**config.mk**
```make
export PLATFORM = sky130hd
export DESIGN_NAME = i2c_addr_matcher
export DESIGN_NICKNAME = d
export VERILOG_FILES = /design/src/rtl/i2c_am_pkg.sv /design/src/rtl/i2c_am_sync.sv /design/src/rtl/i2c_am_judge.sv /design/src/rtl/i2c_addr_matcher.sv
export SDC_FILE = /design/constraint.sdc
export NUM_CORES = 1
export LEC_CHECK = 0
export BUFFER_PORTS_ARGS = -buffer_cell sky130_fd_sc_hd__buf_2
export CORE_ASPECT_RATIO = 1.75
export CORE_MARGIN = 4
export CORE_UTILIZATION = 50
export CTS_CLUSTER_DIAMETER = 120
export DETAILED_ROUTE_END_ITERATION = 8
export PLACE_DENSITY = 0.76
export RECOVER_POWER = 100
export SYNTH_ARGS = -nofsm -noshare
export SYNTH_HDL_FRONTEND = slang
export SYNTH_HIERARCHICAL = 1
export SYNTH_SLANG_ARGS = --single-unit
```
**constraint.sdc**
```tcl
create_clock -name clk -period 2.27 [get_ports clk]
set_input_delay 0.454 -clock clk [delete_from_list [all_inputs] [get_ports clk]]
set_output_delay 0.454 -clock clk [all_outputs]
set_load 0.005 [all_outputs]
```
**src/rtl/i2c_am_pkg.sv**
```systemverilog
package i2c_am_pkg;

    typedef enum logic [2:0] {
        ST_IDLE,
        ST_HDR,
        ST_HDR_ACK,
        ST_LOW,
        ST_LOW_ACK,
        ST_PARK
    } am_state_t;

    typedef struct packed {
        logic ack;        // acknowledge this byte
        logic final_hit;  // address phase complete with a hit
        logic gcall;      // hit is the general call
        logic to_low;     // a low 10-bit byte follows
        logic set_hold;   // 10-bit write match completed
        logic rw;         // direction reported on a final hit
    } am_verdict_t;

    // Fixed filter for 7-bit address values that must never be acknowledged.
    function automatic logic addr_is_reserved(input logic [6:0] a,
                                              input logic       rw,
                                              input logic       ten);
        logic r;
        r = 1'b0;
        if (a == 7'd0 && rw)                     r = 1'b1; // start byte
        if (a[6:2] == 5'b00000 && a[1:0] != 2'b0) r = 1'b1; // 0000001..0000011
        if (a[6:2] == 5'b00001)                  r = 1'b1; // high-speed code
        if (a[6:2] == 5'b11111)                  r = 1'b1;
        if (a[6:2] == 5'b11110 && !ten)          r = 1'b1; // header outside 10-bit mode
        return r;
    endfunction

endpackage

```
**src/rtl/i2c_am_sync.sv**
```systemverilog
module i2c_am_sync #(
    parameter int STAGES = 2
) (
    input  logic clk,
    input  logic rst_n,
    input  logic scl_raw,
    input  logic sda_raw,
    output logic scl_s,
    output logic sda_s,
    output logic scl_rise,
    output logic scl_fall,
    output logic start_det,
    output logic stop_det
);
    localparam int LAST = STAGES - 1;

    logic [LAST:0][1:0] chain_q;
    logic               scl_prev_q;
    logic               sda_prev_q;

    always_ff @(posedge clk or negedge rst_n) begin
        if (!rst_n) begin
            chain_q    <= '1;
            scl_prev_q <= 1'b1;
            sda_prev_q <= 1'b1;
        end else begin
            chain_q    <= {chain_q[LAST-1:0], {scl_raw, sda_raw}};
            scl_prev_q <= chain_q[LAST][1];
            sda_prev_q <= chain_q[LAST][0];
        end
    end

    assign scl_s     = chain_q[LAST][1];
    assign sda_s     = chain_q[LAST][0];
    assign scl_rise  = scl_s & ~scl_prev_q;
    assign scl_fall  = ~scl_s & scl_prev_q;
    assign start_det = scl_s & scl_prev_q & sda_prev_q & ~sda_s;
    assign stop_det  = scl_s & scl_prev_q & ~sda_prev_q & sda_s;

endmodule

```
**src/rtl/i2c_am_judge.sv**
```systemverilog
module i2c_am_judge
    import i2c_am_pkg::*;
#(
    parameter int AW = 10
) (
    input  logic [7:0]    rx_byte,
    input  logic          low_stage,
    input  logic          ten_bit,
    input  logic [AW-1:0] own_addr,
    input  logic [AW-1:0] addr_mask,
    input  logic          exact_cmp,
    input  logic          gc_enable,
    input  logic          hold10,
    output am_verdict_t   verdict
);
    localparam int A7 = 7;

    logic [AW-1:0] care;
    logic [A7-1:0] a7;
    logic          rw;
    logic          is_gc;
    logic          is_hdr;
    logic          seven_ok;
    logic          upper_ok;
    logic          lower_ok;

    always_comb begin
        care     = exact_cmp ? '1 : ~addr_mask;
        a7       = rx_byte[7:1];
        rw       = rx_byte[0];
        is_gc    = (a7 == '0) && !rw;
        is_hdr   = (a7[6:2] == 5'b11110);
        seven_ok = ((a7 ^ own_addr[A7-1:0]) & care[A7-1:0]) == '0;
        upper_ok = ((a7[1:0] ^ own_addr[AW-1:AW-2]) & care[AW-1:AW-2]) == '0;
        lower_ok = ((rx_byte ^ own_addr[7:0]) & care[7:0]) == '0;

        verdict = '0;
        if (low_stage) begin
            if (lower_ok) begin
                verdict.ack       = 1'b1;
                verdict.final_hit = 1'b1;
                verdict.set_hold  = 1'b1;
            end
        end else if (is_gc) begin
            if (gc_enable) begin
                verdict.ack       = 1'b1;
                verdict.final_hit = 1'b1;
                verdict.gcall     = 1'b1;
            end
        end else if (addr_is_reserved(a7, rw, ten_bit)) begin
            verdict = '0;
        end else if (ten_bit) begin
            if (is_hdr && upper_ok) begin
                if (!rw) begin
                    verdict.ack    = 1'b1;
                    verdict.to_low = 1'b1;
                end else if (hold10) begin
                    verdict.ack       = 1'b1;
                    verdict.final_hit = 1'b1;
                    verdict.rw        = 1'b1;
                end
            end
        end else if (seven_ok) begin
            verdict.ack       = 1'b1;
            verdict.final_hit = 1'b1;
            verdict.rw        = rw;
        end
    end

endmodule

```
**src/rtl/i2c_addr_matcher.sv**
```systemverilog
module i2c_addr_matcher
    import i2c_am_pkg::*;
#(
    parameter int AW        = 10,
    parameter int BITS      = 8,
    parameter int SYNC_STGS = 2
) (
    input  logic          clk,
    input  logic          rst_n,
    input  logic          scl_i,
    input  logic          sda_i,
    input  logic          ten_bit_mode,
    input  logic [AW-1:0] own_addr,
    input  logic [AW-1:0] addr_mask,
    input  logic          exact_cmp,
    input  logic          gc_enable,
    output logic          sda_oe_n,
    output logic          addr_match,
    output logic          gc_match,
    output logic          rw_bit
);
    localparam int CW = $clog2(BITS + 1);

    logic            scl_s, sda_s, scl_rise, scl_fall, start_det, stop_det;
    am_state_t       state_q, state_d;
    logic [CW-1:0]   bit_cnt_q;
    logic [BITS-1:0] shreg_q;
    logic            hold10_q;
    logic            cont_q;
    logic            shifting;
    logic            byte_done;
    logic            in_ack;
    am_verdict_t     verdict;

    i2c_am_sync #(.STAGES(SYNC_STGS)) u_sync (
        .clk      (clk),
        .rst_n    (rst_n),
        .scl_raw  (scl_i),
        .sda_raw  (sda_i),
        .scl_s    (scl_s),
        .sda_s    (sda_s),
        .scl_rise (scl_rise),
        .scl_fall (scl_fall),
        .start_det(start_det),
        .stop_det (stop_det)
    );

    i2c_am_judge #(.AW(AW)) u_judge (
        .rx_byte  (shreg_q[7:0]),
        .low_stage(state_q == ST_LOW),
        .ten_bit  (ten_bit_mode),
        .own_addr (own_addr),
        .addr_mask(addr_mask),
        .exact_cmp(exact_cmp),
        .gc_enable(gc_enable),
        .hold10   (hold10_q),
        .verdict  (verdict)
    );

    assign shifting  = (state_q == ST_HDR) || (state_q == ST_LOW);
    assign in_ack    = (state_q == ST_HDR_ACK) || (state_q == ST_LOW_ACK);
    assign byte_done = shifting && scl_fall && (bit_cnt_q == CW'(BITS));

    // next-state logic
    always_comb begin
        state_d = state_q;
        if (stop_det) begin
            state_d = ST_IDLE;
        end else if (start_det) begin
            state_d = ST_HDR;
        end else begin
            unique case (state_q)
                ST_IDLE:    state_d = ST_IDLE;
                ST_HDR:     if (byte_done) state_d = verdict.ack ? ST_HDR_ACK : ST_PARK;
                ST_HDR_ACK: if (scl_fall)  state_d = cont_q ? ST_LOW : ST_PARK;
                ST_LOW:     if (byte_done) state_d = verdict.ack ? ST_LOW_ACK : ST_PARK;
                ST_LOW_ACK: if (scl_fall)  state_d = ST_PARK;
                ST_PARK:    state_d = ST_PARK;
                default:    state_d = ST_IDLE;
            endcase
        end
    end

    // state register
    always_ff @(posedge clk or negedge rst_n) begin
        if (!rst_n) state_q <= ST_IDLE;
        else        state_q <= state_d;
    end

    // bit capture and 10-bit bookkeeping
    always_ff @(posedge clk or negedge rst_n) begin
        if (!rst_n) begin
            bit_cnt_q <= '0;
            shreg_q   <= '0;
            hold10_q  <= 1'b0;
            cont_q    <= 1'b0;
        end else begin
            if (start_det || stop_det || in_ack) begin
                bit_cnt_q <= '0;
            end else if (shifting && scl_rise && bit_cnt_q != CW'(BITS)) begin
                bit_cnt_q <= bit_cnt_q + 1'b1;
                shreg_q   <= {shreg_q[BITS-2:0], sda_s};
            end
            if (stop_det)
                hold10_q <= 1'b0;
            else if (byte_done && verdict.set_hold)
                hold10_q <= 1'b1;
            if (byte_done && state_q == ST_HDR)
                cont_q <= verdict.to_low;
        end
    end

    // outputs
    always_ff @(posedge clk or negedge rst_n) begin
        if (!rst_n) begin
            sda_oe_n   <= 1'b1;
            addr_match <= 1'b0;
            gc_match   <= 1'b0;
            rw_bit     <= 1'b0;
        end else begin
            addr_match <= 1'b0;
            gc_match   <= 1'b0;
            if (start_det || stop_det) begin
                sda_oe_n <= 1'b1;
            end else if (byte_done) begin
                sda_oe_n <= ~verdict.ack;
                if (verdict.ack && verdict.final_hit) begin
                    addr_match <= ~verdict.gcall;
                    gc_match   <= verdict.gcall;
                    rw_bit     <= verdict.rw;
                end
            end else if (in_ack && scl_fall) begin
                sda_oe_n <= 1'b1;
            end
        end
    end

endmodule

```
==> results.md <==
- Max-slew violation count: 0
- Maxcap violations: 0
- CP endpoint kind: flop
- Routed Antenna Nets: 0
- Remaining global-route overflow: 0
- Synth Cell Area: about 1700 um^2
- Leakage: about 1.0 nW
- 1st-pass router iterations: 4
- Final HPWL DP: 3097 um
- Post-synth top area cell: dfrtp_1
- GP Congestion: slightly below 0.8
- Syn Inst Count: 159
- Slew HR: between 60 and 70%
- Post-route insts no fill: between 200 and 300
- Core ar.: around 3200 um^2
- CP Class: flop to flop
- Post-synthesis sequential area ratio: approximately two fifths
- Actual slew at the worst max-slew pin: roughly 0.6 ns
- Via count of the routed design: 1449
- DRC viols: 0
- Worst Path Required: roughly 2.4 ns
- Filler cells: 253
- Synth async-reset ratio: 100.0%
- Clock Path Buffers: 2
- Number of global-route vias before repair: ~1500
- Final min period: 2.220 ns
- Final Setup Violations: 0
- Peak Freq: about 450 MHz
- Startpoint Class: flop
- Post-route clock period utilization: between 90% and 100%
- Io pins: 31
- Top cells by area, synth: dfrtp_1 (30%), dfstp_2 (11%), xnor2_1 (9.4%)
- Die area: about 4400 um^2
- Hold slack: 0.1744 ns
- CTS Root Cell: clkbuf_8
- Vias/cell: 5.705
- FF-to-FF path depth: 11
- Fin area: around 2200 um^2
- Setup ws final: around 0.050 ns
- First-pass GRT wire length: ~6500 um
- Worst hold path type: input pin to asynchronous set/reset pin
- GRT Resource Usage Total: 19.49%
- Syn Area/Cell: about 11 um^2
- Pwr dens: approximately 900 nW/um^2
- Clock skew: roughly 0.0045 ns
- Post-DP Area: about 2000 um^2
- Storage element area: 689.4 um^2
- Leading cell type in the layout, fill and taps excluded: buf_2
- Detailed Route Iter0 Violations: 33
- Total Wirelength: ~4200 um
- Diode count: 0
- Hold Buf Count CTS: 0
- Pin count of the biggest net entering global routing: 28
- Most frequent cells in the layout: buf_2 (30), buf_4 (20), dfrtp_1 (16)
- Starting density of the core: between 50 and 60%
- Flop2flop setup slack: just over 0.05 ns
- Crit Reg-Reg Startpoint: shreg_q[4]
- Yosys Warn Count: 6
- Port buffer count: 30
- Top_reg_cell synth: dfrtp_1
- Share of layout cells above drive strength 1: 46.92%
- CTS clock-pin slew for the worst setup and hold paths: around 0.090 ns
- Synth top area share: 29.78%
- Nets: 241
- Status: finished, final reports clean
- Htree depth: 1
- TritonCTS clock tree: built
- Setup TNS: 0 ns
- Post-synth EDFFs: 0
- CP startpoint: shreg_q[4]
- Sink Count: 27
- Unrepaired setup endpoints after global routing: true
- Syn Nets: about 190
- Die Wd: 51.82 um
- Cell Rows: 27
- Antenna violations before repair: 0
- Multi-input logic area: ~1000 um^2
- Die Ht: ~85 um
- Hold Fails Final Rpt: 0
- Worst reg2reg path endpoint: state_q[2]
- WP data arrival: 2.39 ns
- TritonCTS Buffers: 3
- Max rail drop VDD: between 0.6 and 0.7 mV
- Worst skew pair latency: about 0.27 ns
- Max FO, Critical Path: 4
- Placed Cells: ~240
- Synth cell types: between 40 and 50
- Area grow syn2layout: 29.34%
- Routed len/inst: between 15 and 20 um
- Post-place setup slack: -0.1675 ns
- Flops & latches, synth: 27
## worst max-delay path, stage by stage, from the launching register on
cell and delay, ns:
dfrtp_1 0.43, buf_4 0.15, xnor2_1 0.14, a21oi_1 0.08
nor4_2 0.27, buf_4 0.16, a41oi_2 0.11, o211ai_1 0.18
nor2b_1 0.09, nor3_1 0.17, nor2_1 0.06, mux2_2 0.27
## how the worst max path moves through the flow
stage	end	slack, ns	cells past startpoint
after floorplan	state_q[1]	0.13	11
after global placement	state_q[2]	-0.08	11
after detailed placement	state_q[2]	-0.17	11
after CTS	state_q[2]	0.04	10
after global routing	state_q[2]	-0.05	11
final	state_q[2]	0.05	11
## metrics by stage
stage | utilization (%) | power [mW]
detailed placement | 61.66 | 1.497
global placement | 61.66 | 1.460
CTS | 63.99 | 1.799
global route | 68.44 | 2.080
finish | 68.44 | 1.959
floorplan | - | 1.227
## cells by family (layout without fill, tap and decap cells)
group	count (synthesis)	in the layout	share of synthesized area (%)
simple gates	59	59	22.49
buf+inv	10	62	2.979
fa+ha+maj	2	2	1.489
mux	14	14	11.02
xor+xnor	20	20	10.42
compound gates	27	27	10.87
flops	27	27	40.73
## routing by layer
| metal | up-vias | global-route usage [%] | wire length, um |
|---|---|---|---|
| met5 | - | 0 | 0 |
| met4 | 0 | 9.069 | 144 |
| met3 | 12 | 3.020 | 230 |
| met2 | 51 | 37.92 | 2403 |
| met1 | 707 | 18.44 | 1469 |
| li1 | 679 | - | - |
## Yosys cell counts (all sizes together), types with 2 or more instances
cell / instances
dfrtp: 20
xnor2: 18
mux2: 12
nor2: 12
a21oi: 8
dfstp: 7
inv: 7
and2b: 6
nand2: 6
nor2b: 6
nor4: 6
o22ai: 6
nand3: 5
and4b: 4
o211ai: 4
buf: 3
ha: 2
mux2i: 2
nand3b: 2
nand4: 2
nor3: 2
xor2: 2
## power breakdown
group          switching, mW  internal (mW)
Combinational          0.426          0.546
Sequential             0.141          0.573
Clock                  0.149          0.124
## layout make-up
| class | instances | area share (%) |
|---|---|---|
| repair buffers | 51 | 14.34 |
| multi-input cells | 122 | 48.01 |
| clock buffers | 3 | 1.900 |
| flip-flops and latches | 27 | 31.72 |
| clock inverters | 1 | 0.3454 |
| inverters | 7 | 1.209 |
| well taps | 43 | 2.476 |
## registers in the layout, summed over array words and instances, names as in the netlist, 2 cells and up
register and count:
state_q 3, shreg_q 8, bit_cnt_q 4, u_sync/chain_q 2
## repair_timing
item	4_1_cts	5_1_grt
pin swaps	1	8
hold endpoints to repair	0	0
setup buffers	0	8
cloned	0	0
resized for setup	4	15
endpoints found under the setup margin	4	4
Power figures use the tool's default switching activity.
